### config.mk
export PLATFORM = sky130hd
export DESIGN_NAME = adc_serial_shifter
export DESIGN_NICKNAME = d
export VERILOG_FILES = /design/src/rtl/adc_serial_shifter_pkg.sv /design/src/rtl/ass_edge_sense.sv /design/src/rtl/ass_word_build.sv /design/src/rtl/ass_edge_counter.sv /design/src/rtl/adc_serial_shifter.sv
export SDC_FILE = /design/constraint.sdc
export NUM_CORES = 1
export LEC_CHECK = 0
export ABC_AREA = 1
export BUFFER_PORTS_ARGS = -buffer_cell sky130_fd_sc_hd__buf_2
export CAP_MARGIN = 20
export CORE_MARGIN = 2
export CORE_UTILIZATION = 40
export DETAILED_ROUTE_END_ITERATION = 7
export SETUP_SLACK_MARGIN = 0.15
export SYNTH_ARGS = -nofsm -noshare
export SYNTH_HDL_FRONTEND = slang
export SYNTH_HIERARCHICAL = 1
export SYNTH_SLANG_ARGS = --single-unit
### constraint.sdc
create_clock -name clk -period 2.5 [get_ports clk]
set_input_delay 0.5 -clock clk [delete_from_list [all_inputs] [get_ports clk]]
set_output_delay 0.5 -clock clk [all_outputs]
set_load 0.1 [all_outputs]
### src/rtl/adc_serial_shifter_pkg.sv
package adc_serial_shifter_pkg;
  localparam int unsigned DEF_SAMPLE_W  = 12;
  localparam int unsigned DEF_NARROW_W  = 10;
  localparam int unsigned DEF_LEAD_ZERO = 4;
  localparam int unsigned DEF_HOLD_EDGE = 13;

  typedef enum logic {
    FMT_WIDE   = 1'b0,
    FMT_NARROW = 1'b1
  } fmt_e;
endpackage

### src/rtl/ass_edge_sense.sv
module ass_edge_sense (
  input  logic clk,
  input  logic rst_n,
  input  logic sel_n,
  input  logic sclk,
  output logic sel_fall,
  output logic sclk_fall,
  output logic sclk_rise,
  output logic sclk_prev
);
  logic sel_q;
  logic sclk_q;

  always_ff @(posedge clk or negedge rst_n) begin
    if (!rst_n) begin
      sel_q  <= 1'b1;
      sclk_q <= 1'b1;
    end else begin
      sel_q  <= sel_n;
      sclk_q <= sclk;
    end
  end

  assign sel_fall  = sel_q & ~sel_n;
  assign sclk_fall = sclk_q & ~sclk;
  assign sclk_rise = ~sclk_q & sclk;
  assign sclk_prev = sclk_q;
endmodule

### src/rtl/ass_word_build.sv
module ass_word_build
  import adc_serial_shifter_pkg::*;
#(
  parameter int unsigned SAMPLE_W  = DEF_SAMPLE_W,
  parameter int unsigned NARROW_W  = DEF_NARROW_W,
  parameter int unsigned LEAD_ZERO = DEF_LEAD_ZERO,
  localparam int unsigned FRAME_W  = LEAD_ZERO + SAMPLE_W,
  localparam int unsigned PAD_W    = SAMPLE_W - NARROW_W
) (
  input  logic [SAMPLE_W-1:0] sample,
  input  fmt_e                fmt,
  output logic [FRAME_W-1:0]  word
);
  logic [SAMPLE_W-1:0] body_narrow;

  generate
    if (PAD_W > 0) begin : g_pad
      assign body_narrow = {sample[NARROW_W-1:0], {PAD_W{1'b0}}};
    end else begin : g_nopad
      assign body_narrow = sample;
    end
  endgenerate

  always_comb begin
    word = '0;
    if (fmt == FMT_NARROW) word[SAMPLE_W-1:0] = body_narrow;
    else                   word[SAMPLE_W-1:0] = sample;
  end
endmodule

### src/rtl/ass_edge_counter.sv
module ass_edge_counter #(
  parameter int unsigned LIMIT = 16,
  localparam int unsigned CNT_W = $clog2(LIMIT + 1)
) (
  input  logic             clk,
  input  logic             rst_n,
  input  logic             clear,
  input  logic             step,
  output logic [CNT_W-1:0] count
);
  always_ff @(posedge clk or negedge rst_n) begin
    if (!rst_n)                                  count <= '0;
    else if (clear)                              count <= '0;
    else if (step && count < CNT_W'(LIMIT))      count <= count + CNT_W'(1);
  end
endmodule

### src/rtl/adc_serial_shifter.sv
module adc_serial_shifter
  import adc_serial_shifter_pkg::*;
#(
  parameter int unsigned SAMPLE_W   = DEF_SAMPLE_W,
  parameter int unsigned NARROW_W   = DEF_NARROW_W,
  parameter int unsigned LEAD_ZERO  = DEF_LEAD_ZERO,
  parameter int unsigned HOLD_EDGE  = DEF_HOLD_EDGE,
  localparam int unsigned FRAME_W   = LEAD_ZERO + SAMPLE_W,
  localparam int unsigned CNT_W     = $clog2(FRAME_W + 1)
) (
  input  logic                clk,
  input  logic                rst_n,
  input  logic [SAMPLE_W-1:0] smp_data,
  input  logic                smp_valid,
  output logic                smp_ready,
  input  logic                fmt_narrow,
  input  logic                sel_n,
  input  logic                sclk,
  output logic                sd_out,
  output logic                sd_oe,
  output logic                hold
);
  logic                sel_fall, sclk_fall, sclk_rise, sclk_prev;
  logic [SAMPLE_W-1:0] pend_q;
  logic [FRAME_W-1:0]  word_next, word_q;
  logic                active_q, hold_q;
  logic [CNT_W-1:0]    cnt_q;
  logic                cnt_step;
  logic                in_frame;
  logic                bit_val;
  fmt_e                fmt_in;

  ass_edge_sense u_edges (
    .clk       (clk),
    .rst_n     (rst_n),
    .sel_n     (sel_n),
    .sclk      (sclk),
    .sel_fall  (sel_fall),
    .sclk_fall (sclk_fall),
    .sclk_rise (sclk_rise),
    .sclk_prev (sclk_prev)
  );

  assign fmt_in = fmt_narrow ? FMT_NARROW : FMT_WIDE;

  ass_word_build #(
    .SAMPLE_W  (SAMPLE_W),
    .NARROW_W  (NARROW_W),
    .LEAD_ZERO (LEAD_ZERO)
  ) u_build (
    .sample (pend_q),
    .fmt    (fmt_in),
    .word   (word_next)
  );

  assign cnt_step = active_q & ~sel_n & sclk_fall;

  ass_edge_counter #(.LIMIT(FRAME_W)) u_count (
    .clk   (clk),
    .rst_n (rst_n),
    .clear (sel_fall),
    .step  (cnt_step),
    .count (cnt_q)
  );

  assign smp_ready = ~active_q;

  always_ff @(posedge clk or negedge rst_n) begin
    if (!rst_n)                       pend_q <= '0;
    else if (smp_valid && smp_ready)  pend_q <= smp_data;
  end

  always_ff @(posedge clk or negedge rst_n) begin
    if (!rst_n) begin
      word_q   <= '0;
      active_q <= 1'b0;
      hold_q   <= 1'b0;
    end else if (sel_n) begin
      active_q <= 1'b0;
      hold_q   <= 1'b0;
    end else if (sel_fall) begin
      word_q   <= word_next;
      active_q <= 1'b1;
      hold_q   <= 1'b1;
    end else if (active_q && sclk_rise && cnt_q >= CNT_W'(HOLD_EDGE)) begin
      hold_q   <= 1'b0;
    end
  end

  assign in_frame = active_q & (cnt_q < CNT_W'(FRAME_W));

  always_comb begin
    bit_val = 1'b0;
    for (int i = 0; i < FRAME_W; i++) begin
      if (cnt_q == CNT_W'(i)) bit_val = word_q[FRAME_W-1-i];
    end
  end

  assign sd_oe  = ~sel_n & (sel_fall | in_frame);
  assign sd_out = sd_oe & ~sel_fall & bit_val;
  assign hold   = hold_q | sel_fall;
endmodule

### Word level (Yosys, flattened, before mapping)

Index checks and enable logic that the tools add are counted.

* $add $sub $neg: 1
* $lt $le $gt $ge: 2
* eq/ne operators: 12
* mux-type cells: 21
* bitwise logic cells: 16
* reduce and logical (&&, ||, !) cells: 8

Operator list (number)
* == test 5 x 4 -> 1 bit, second input constant: 8
* == test 5 x 3 -> 1 bit, second input constant: 4
* 2-to-1 mux 1 bit: 18
* 2-to-1 mux 12 bit: 1
* 2-to-1 mux 5 bit: 2
* bitwise AND 1 bit: 9
* adder 5 x 1 -> 5 bit, second input constant: 1
* >= comparator 5 x 4 -> 1 bit, second input constant: 1
* less-than comparator 5 bit, second input constant: 1
* NOT 1 bit: 5
* logical AND 1 bit: 4
* nonzero test 2 bit: 2
* nonzero test 3 bit: 1
* OR 1 bit: 2
* AND reduction 2 bit: 1

* bits in registers: 33
* bits of input ports: 18
* output and inout bits: 4
* logic and storage cells: 67

### Longest topological paths before layout

Gate-level depths: netlist of the first run.

* word-level depth: 14
* mapped depth: 14
* mapped depth without buffers: 14

### Hierarchy

The synthesis of the first run kept the hierarchy.

Modules (own cells, without submodules)
* adc_serial_shifter: instances 1, cells an instance 146, area each 1416.4 µm², sequential area each 750.7 µm²
* ass_edge_counter: instances 1, cells an instance 31, area each 269.0 µm², sequential area each 125.1 µm²
* ass_word_build: instances 1, cells an instance 41, area each 176.4 µm², sequential area each 0.0 µm²
* ass_edge_sense: instances 1, cells an instance 8, area each 75.1 µm², sequential area each 52.6 µm²

### Worst setup path before layout of the first run

OpenSTA, ideal clock, no wires.

* path type: input-to-output
* from: input port sel_n
* to: output port sd_out
* arrival time: 4.345 ns
* path slack: -2.345 ns
* stages on the path: 5
* buffers on the path: 0
* cell sequence: inv_1 > nand2_1 > o21ai_0 > o311ai_0 > a21oi_2

* longest elaborated chain between the ends: 6
* elaborated cells between the ends (all ways): 7
* classes of those cells: 7 x bitwise

Ends and longest elaborated chain
* from (decl): line adc_serial_shifter.sv:17 `input logic sel_n,`
* NOT 1 bit (no line) (*)
* bitwise AND 1 bit: line ass_edge_sense.sv:24 `assign sel_fall = sel_q & ~sel_n;`
* OR 1 bit: line adc_serial_shifter.sv:99 `assign sd_oe = ~sel_n & (sel_fall | in_frame);`
* bitwise AND 1 bit (*): line adc_serial_shifter.sv:99
* net sd_oe: line adc_serial_shifter.sv:20 `output logic sd_oe,`
* bitwise AND 1 bit (*) (2 in series): line adc_serial_shifter.sv:100 `assign sd_out = sd_oe & ~sel_fall & bit_val;`
* to (decl): line adc_serial_shifter.sv:19 `output logic sd_out,`

Mark *: on every way through the listed nets, which the timed path passes. The rest lies on a longest branch.

### Worst setup path in the final report of the first run

* from: register u_count.count[0]
* to: output port sd_out

* longest elaborated chain between the ends: 14
* elaborated cells between the ends (all ways): 30
* classes of those cells: 1 x order compare; 12 x eq/ne; 12 x mux; 5 x bitwise

Ends and longest elaborated chain
* from (decl): line ass_edge_counter.sv:9 `output logic [CNT_W-1:0] count`
* from (signal assigned): line ass_edge_counter.sv:14 `else if (step && count < CNT_W'(LIMIT)) count <= count + CNT_W'(1);`
* == test 5 x 3 -> 1 bit: line adc_serial_shifter.sv:95 `if (cnt_q == CNT_W'(i)) bit_val = word_q[FRAME_W-1-i];`
* 2-to-1 mux 1 bit (12 in series): line adc_serial_shifter.sv:95
* bitwise AND 1 bit (*): line adc_serial_shifter.sv:100

Mark *: on every way between the ends. The rest lies on a longest branch, timed or not.

==> impl_metrics.env, run 1 <==
export IMPL_outcome="finished clean"
export IMPL_relSlewSlack_pct=45.9
export IMPL_core_um2=4690
export IMPL_critPathMostFrequentCell="nand2_1"
export IMPL_yosysWarnings=6
export IMPL_htreeDepth=2
export IMPL_ir_worst_vdd_mv=0.474
export IMPL_cp_slowest_cell="dfrtp_2"
export IMPL_yosys_register_bits=37
export IMPL_powerDensity_nw_per_um2=607
export IMPL_cts_clk_slew_worst_paths_ps=70
export IMPL_dp_cells=298
export IMPL_remaining_drc_errors=0
export IMPL_worst_slew_pin_slew_ps=811
export IMPL_crit_path_start_kind="flip-flop"
export IMPL_crit_chain="or2_1, o211ai_1, nand2_1, nand2_1, nand3_2, nand2_1, nand2_1, nand2_1, nand3_2, nand2_2, a21oi_4, buf_12"
export IMPL_finClkSkew_ps=4.71
export IMPL_antenna_cells=0
export IMPL_maxCapViolCount=0
export IMPL_crit_arrival_ps=1840
export IMPL_stdcell_count=317
export IMPL_p_total_mw=1.46
export IMPL_p_leak_nw=1.16
export IMPL_grt_max_degree=38
export IMPL_overflow=0
export IMPL_final_max_slew_violation_count=0
export IMPL_pin_count=22
export IMPL_finalCritPeriodShare_pct=93.7
export IMPL_rsz0062_at_grt="true"
export IMPL_regArea_um2=935
export IMPL_dieWidth_um=73.6
export IMPL_nets=281
export IMPL_initial_core_util_pct=41.3
export IMPL_tritoncts="yes"
export IMPL_netlist_area_um2=1940
export IMPL_clock_sinks=37
export IMPL_holdWs_ps=305
export IMPL_final_cell_mix="53 x nand2_1, 30 x dfrtp_1, 25 x nor2_1, 22 x inv_1, 19 x buf_2"
export IMPL_place_area_um2=2170
export IMPL_drive_above_1_share_pct=38.8
export IMPL_synthCells=226
export IMPL_num_rows=25
export IMPL_drtAntennaViolNets=0
export IMPL_end_kind="primary output"
export IMPL_yosysUniqueCellTypes=29
export IMPL_fmax_ghz=0.427
export IMPL_hp_class="primary input to asynchronous set/reset pin"
export IMPL_port_buffers=21
export IMPL_critPathKind="flip-flop to primary output"
export IMPL_layout_min_cycle_time_ps=2340
export IMPL_multiInputGateArea_um2=958
export IMPL_grt_pass1_wl_um=6490
export IMPL_drt_total_wl_um=3680
export IMPL_fillers=445
export IMPL_reg2regPathDepth=5
export IMPL_track_usage_pct=15.6
export IMPL_ys_seq_area_share_pct=47.9
export IMPL_syn_mean_instance_area_um2=8.57
export IMPL_clk_latency_ps=290
export IMPL_tns_ps=0
export IMPL_ctsRootBufferMaster="clkbuf_8"
export IMPL_antenna_found_initial=0
export IMPL_vias=1497
export IMPL_layout_commonest_cell="nand2_1"
export IMPL_grt_pass1_vias=1520
export IMPL_stdcell_area_um2=2400
export IMPL_viasPerCell=4.72
export IMPL_reg2reg_slack_ps=1030
export IMPL_setup_viol=0
export IMPL_numCtsBuffers=5
export IMPL_hold_violations=0
export IMPL_die_y_um=73.6
export IMPL_required_ps=2000
export IMPL_area_growth_pct=24.2
export IMPL_wl_per_cell_um=11.6
export IMPL_hpwl_um=2580
export IMPL_die_area_um2=5410
export IMPL_first_pass_iters=4
export IMPL_max_stage_delay_ps=480
export IMPL_worstPathMaxFanout=7
export IMPL_place_gp_congestion=0.887
export IMPL_cts_path_max_buffers=2
export IMPL_drt_initial_drc_count=32
==> routing by layer <==
layer | vias up | track usage (%) | wire [um]
li1 | 774 | - | -
met5 | - | 0 | 0
met3 | 9 | 3.84 | 122
met4 | 0 | 7.27 | 85
met1 | 691 | 19.2 | 1730
met2 | 23 | 25.8 | 1740
==> timing repair <==
action                                  in CTS  in global routing
buffers inserted                             7                  4
resized for setup                           14                 10
hold buffers                                 0                  0
pin swaps                                    5                  4
gates cloned                                 0                  0
endpoints found under the setup margin       1                  1
==> final cells by class <==
cell class | count | share of cell area (%)
flip-flops and latches | 37 | 38.9
clock inverters | 2 | 0.624
clock buffers | 6 | 3.02
inverters | 30 | 5.31
multi-input cells | 154 | 39.9
repair buffers | 34 | 9.52
well taps | 54 | 2.81
==> through the flow <==
stage / utilization (%) / worst slack [ps]
6_report: 51.3 / 159
5_1_grt: 51.3 / 69.4
4_1_cts: 50.0 / 146
3_5_place_dp: 46.3 / 340
3_3_place_gp: 46.3 / 335
2_1_floorplan: - / 10.9
==> state kept, by name (all words and copies together), names as in the netlist <==
register,count
word_q,16
pend_q,12
u_count/count,5
active_q,1
hold_q,1
u_edges/sclk_prev,1
u_edges/sel_q,1
==> worst max-delay path, delay by kind of cell, from the launching register on <==
| kind | cells | cell delay, ps |
|---|---|---|
| AO/OA/AOI/OAI | 2 | 150 |
| AND/OR/NAND/NOR | 9 | 760 |
| flip-flops | 1 | 480 |
| buffers and inverters | 1 | 170 |
==> where the power goes <==
part | total [mW] | internal [mW] | switching, mW | leakage, nW
Sequential | 0.748 | 0.691 | 0.0571 | 0.436
Clock | 0.413 | 0.196 | 0.217 | 0.0374
Combinational | 0.298 | 0.129 | 0.168 | 0.685
Total | 1.46 | 1.02 | 0.442 | 1.16
==> cells in the mapped netlist <==
master	n	area [um^2]
a31o_1	1	8.76
o311ai_0	1	8.76
a21oi_1	10	50.1
nor2_4	1	11.3
dfrtp_1	35	876
nor2_1	31	116
a21oi_2	4	35.0
ha_1	1	12.5
clkbuf_1	1	3.75
nor3_2	1	10.0
o21ai_0	2	10.0
or2_1	1	6.26
nand2_1	62	233
inv_2	6	22.5
buf_6	1	11.3
nand3_2	3	30.0
o211ai_1	1	7.51
nand4_2	1	12.5
o31ai_1	1	7.51
mux2_1	5	56.3
conb_1	1	3.75
buf_2	2	10.0
mux2_2	16	180
nor3_1	1	5.00
buf_4	4	30.0
nor2_2	1	6.26
inv_1	24	90.1
nand3_1	6	30.0
dfstp_2	2	52.6
==> worst paths after layout <==
kind / startpoint / endpoint
hold / removal: rst_n / u_count/count[1]
setup / recovery: u_count/count[0] / sd_out
setup reg to reg: u_edges/sel_q / word_q[13]
max in group asynchronous: rst_n / u_count/count[0]
hold reg to reg: word_q[13] / word_q[13]
min in group clk: sclk / u_edges/sclk_prev
==> logic make-up after synthesis <==
| logic type | count (synthesis) | share of synthesized area (%) |
|---|---|---|
| flip-flops | 37 | 47.9 |
| other | 1 | 0.194 |
| AND/OR/NAND/NOR | 108 | 23.8 |
| buffers and inverters | 38 | 8.66 |
| multiplexers | 21 | 12.2 |
| adder cells (fa/ha/maj) | 1 | 0.646 |
| AO/OA/AOI/OAI | 20 | 6.59 |
Power figures use the tool's default switching activity.
==> run 2: changes to the inputs <==
--- a/config.mk
+++ b/config.mk
@@ -11,6 +11,7 @@
 export CORE_MARGIN = 2
 export CORE_UTILIZATION = 40
 export DETAILED_ROUTE_END_ITERATION = 7
+export MAX_ROUTING_LAYER = met4
 export SETUP_SLACK_MARGIN = 0.15
 export SYNTH_ARGS = -nofsm -noshare
 export SYNTH_HDL_FRONTEND = slang
==> impl_metrics.env, run 2 (same netlist as run 1, synthesis figures left out) <==
export IMPL_outcome="finished clean"
export IMPL_overflow=0
export IMPL_viasPerCell=4.71
export IMPL_drt_initial_drc_count=56
export IMPL_port_buffers=21
export IMPL_hpwl_um=2580
export IMPL_layout_min_cycle_time_ps=2320
export IMPL_rsz0062_at_grt="true"
export IMPL_numCtsBuffers=5
export IMPL_maxCapViolCount=0
export IMPL_ctsRootBufferMaster="clkbuf_8"
export IMPL_p_leak_nw=1.18
export IMPL_drtAntennaViolNets=0
export IMPL_cts_path_max_buffers=2
export IMPL_final_max_slew_violation_count=0
export IMPL_required_ps=2000
export IMPL_num_rows=25
export IMPL_htreeDepth=2
export IMPL_vias=1480
export IMPL_finClkSkew_ps=9.80
export IMPL_antenna_cells=0
export IMPL_r2r_start="u_edges/sel_q"
export IMPL_p_total_mw=1.68
export IMPL_largest_register="word_q"
export IMPL_grt_max_degree=38
export IMPL_antenna_found_initial=0
export IMPL_layout_commonest_cell="nand2_1"
export IMPL_ir_worst_vdd_mv=0.395
export IMPL_end_kind="primary output"
export IMPL_hp_class="primary input to asynchronous set/reset pin"
export IMPL_cts_clk_slew_worst_paths_ps=80
export IMPL_worst_slew_pin_slew_ps=820
export IMPL_clk_latency_ps=290
export IMPL_fmax_ghz=0.431
export IMPL_area_growth_pct=26.5
export IMPL_crit_arrival_ps=1820
export IMPL_first_pass_iters=4
export IMPL_place_gp_congestion=0.896
export IMPL_pin_count=22
export IMPL_largest_register_ffs=16
export IMPL_core_um2=4690
export IMPL_clock_sinks=37
export IMPL_grt_pass1_vias=1465
export IMPL_die_y_um=73.6
export IMPL_initial_core_util_pct=41.3
export IMPL_worstPathMaxFanout=7
export IMPL_nets=278
export IMPL_crit_path_start_kind="flip-flop"
export IMPL_finalCritPeriodShare_pct=92.9
export IMPL_drive_above_1_share_pct=38.1
export IMPL_reg2reg_to="word_q[13]"
export IMPL_remaining_drc_errors=0
export IMPL_reg2regPathDepth=5
export IMPL_hold_buffers=0
export IMPL_powerDensity_nw_per_um2=685
export IMPL_grt_pass1_wl_um=6430
export IMPL_critPathKind="flip-flop to primary output"
export IMPL_final_cell_mix="54 x nand2_1, 30 x dfrtp_1, 25 x nor2_1, 22 x inv_1, 19 x buf_2"
export IMPL_hold_violations=0
export IMPL_wl_per_cell_um=11.9
export IMPL_track_usage_pct=16.1
export IMPL_die_area_um2=5410
export IMPL_dieWidth_um=73.6
export IMPL_reg_top3="word_q x16, pend_q x12, u_count/count x5"
export IMPL_drt_total_wl_um=3730
export IMPL_tritoncts="yes"
export IMPL_tns_ps=0
export IMPL_fillers=438
export IMPL_setup_viol=0
export IMPL_relSlewSlack_pct=45.3
export IMPL_reg2reg_slack_ps=1010
==> run 2: timing repair <==
item,in CTS,in global routing
setup endpoints to repair,1,1
setup buffers,6,2
pin swaps,6,9
gates resized for setup,19,8
gates cloned,0,0
==> run 2: final cells by class <==
type	instances	area, um^2	share of cell area (%)
clock buffers	5	68.8	2.81
clock inverters	3	68.8	2.81
inverters	30	130	5.31
multi-input cells	154	966	39.4
flip-flops and latches	37	935	38.2
well taps	54	67.6	2.76
repair buffers	31	214	8.73
==> run 2: how the worst max path moves through the flow <==
stage	endpoint	start	slack, ps
2_1_floorplan	sd_out	sel_n	10
3_3_place_gp	sd_out	u_count/count[4]	330
3_5_place_dp	sd_out	u_count/count[4]	320
4_1_cts	sd_out	u_count/count[0]	140
5_1_grt	sd_out	u_count/count[0]	80
6_report	sd_out	u_count/count[0]	180
==> run 2: worst max-delay path: stages (launching register included) <==
cell,delay (ps)
dfrtp_2,450
inv_4,70
nand2_2,60
nand3_1,60
nand2_1,70
nand2_1,50
nand2_1,60
nand2_1,60
nand3_2,50
nand2_1,50
nand2_1,50
nand2_1,60
nand3_2,60
nand2_2,60
a21oi_4,140
buf_12,180
==> run 2: layer usage <==
| metal | up-vias | wire, um | track usage [%] |
|---|---|---|---|
| li1 | 769 | - | - |
| met1 | 682 | 1740 | 19.5 |
| met2 | 23 | 1810 | 25.5 |
| met3 | 6 | 125 | 4.25 |
| met4 | 0 | 57 | 6.87 |
| met5 | - | 0 | - |
==> run 2: through the flow <==
stage / hold WS [ps] / cells / setup slack, ps / utilization, % / instance area (um^2)
final: 293 / 314 / 178 / 52.2 / 2450
after global routing: 304 / 314 / 78.4 / 52.2 / 2450
after CTS: 309 / 312 / 144 / 51.3 / 2410
after detailed placement: 501 / 298 / 324 / 46.3 / 2170
after global placement: 494 / 298 / 325 / 46.3 / 2170
after floorplan: 204 / 229 / 10.9 / - / 2010
==> run 2: where the power goes <==
group	switching [mW]	internal (mW)
Clock	0.228	0.402
Combinational	0.171	0.130
Sequential	0.0560	0.691
Total	0.455	1.22
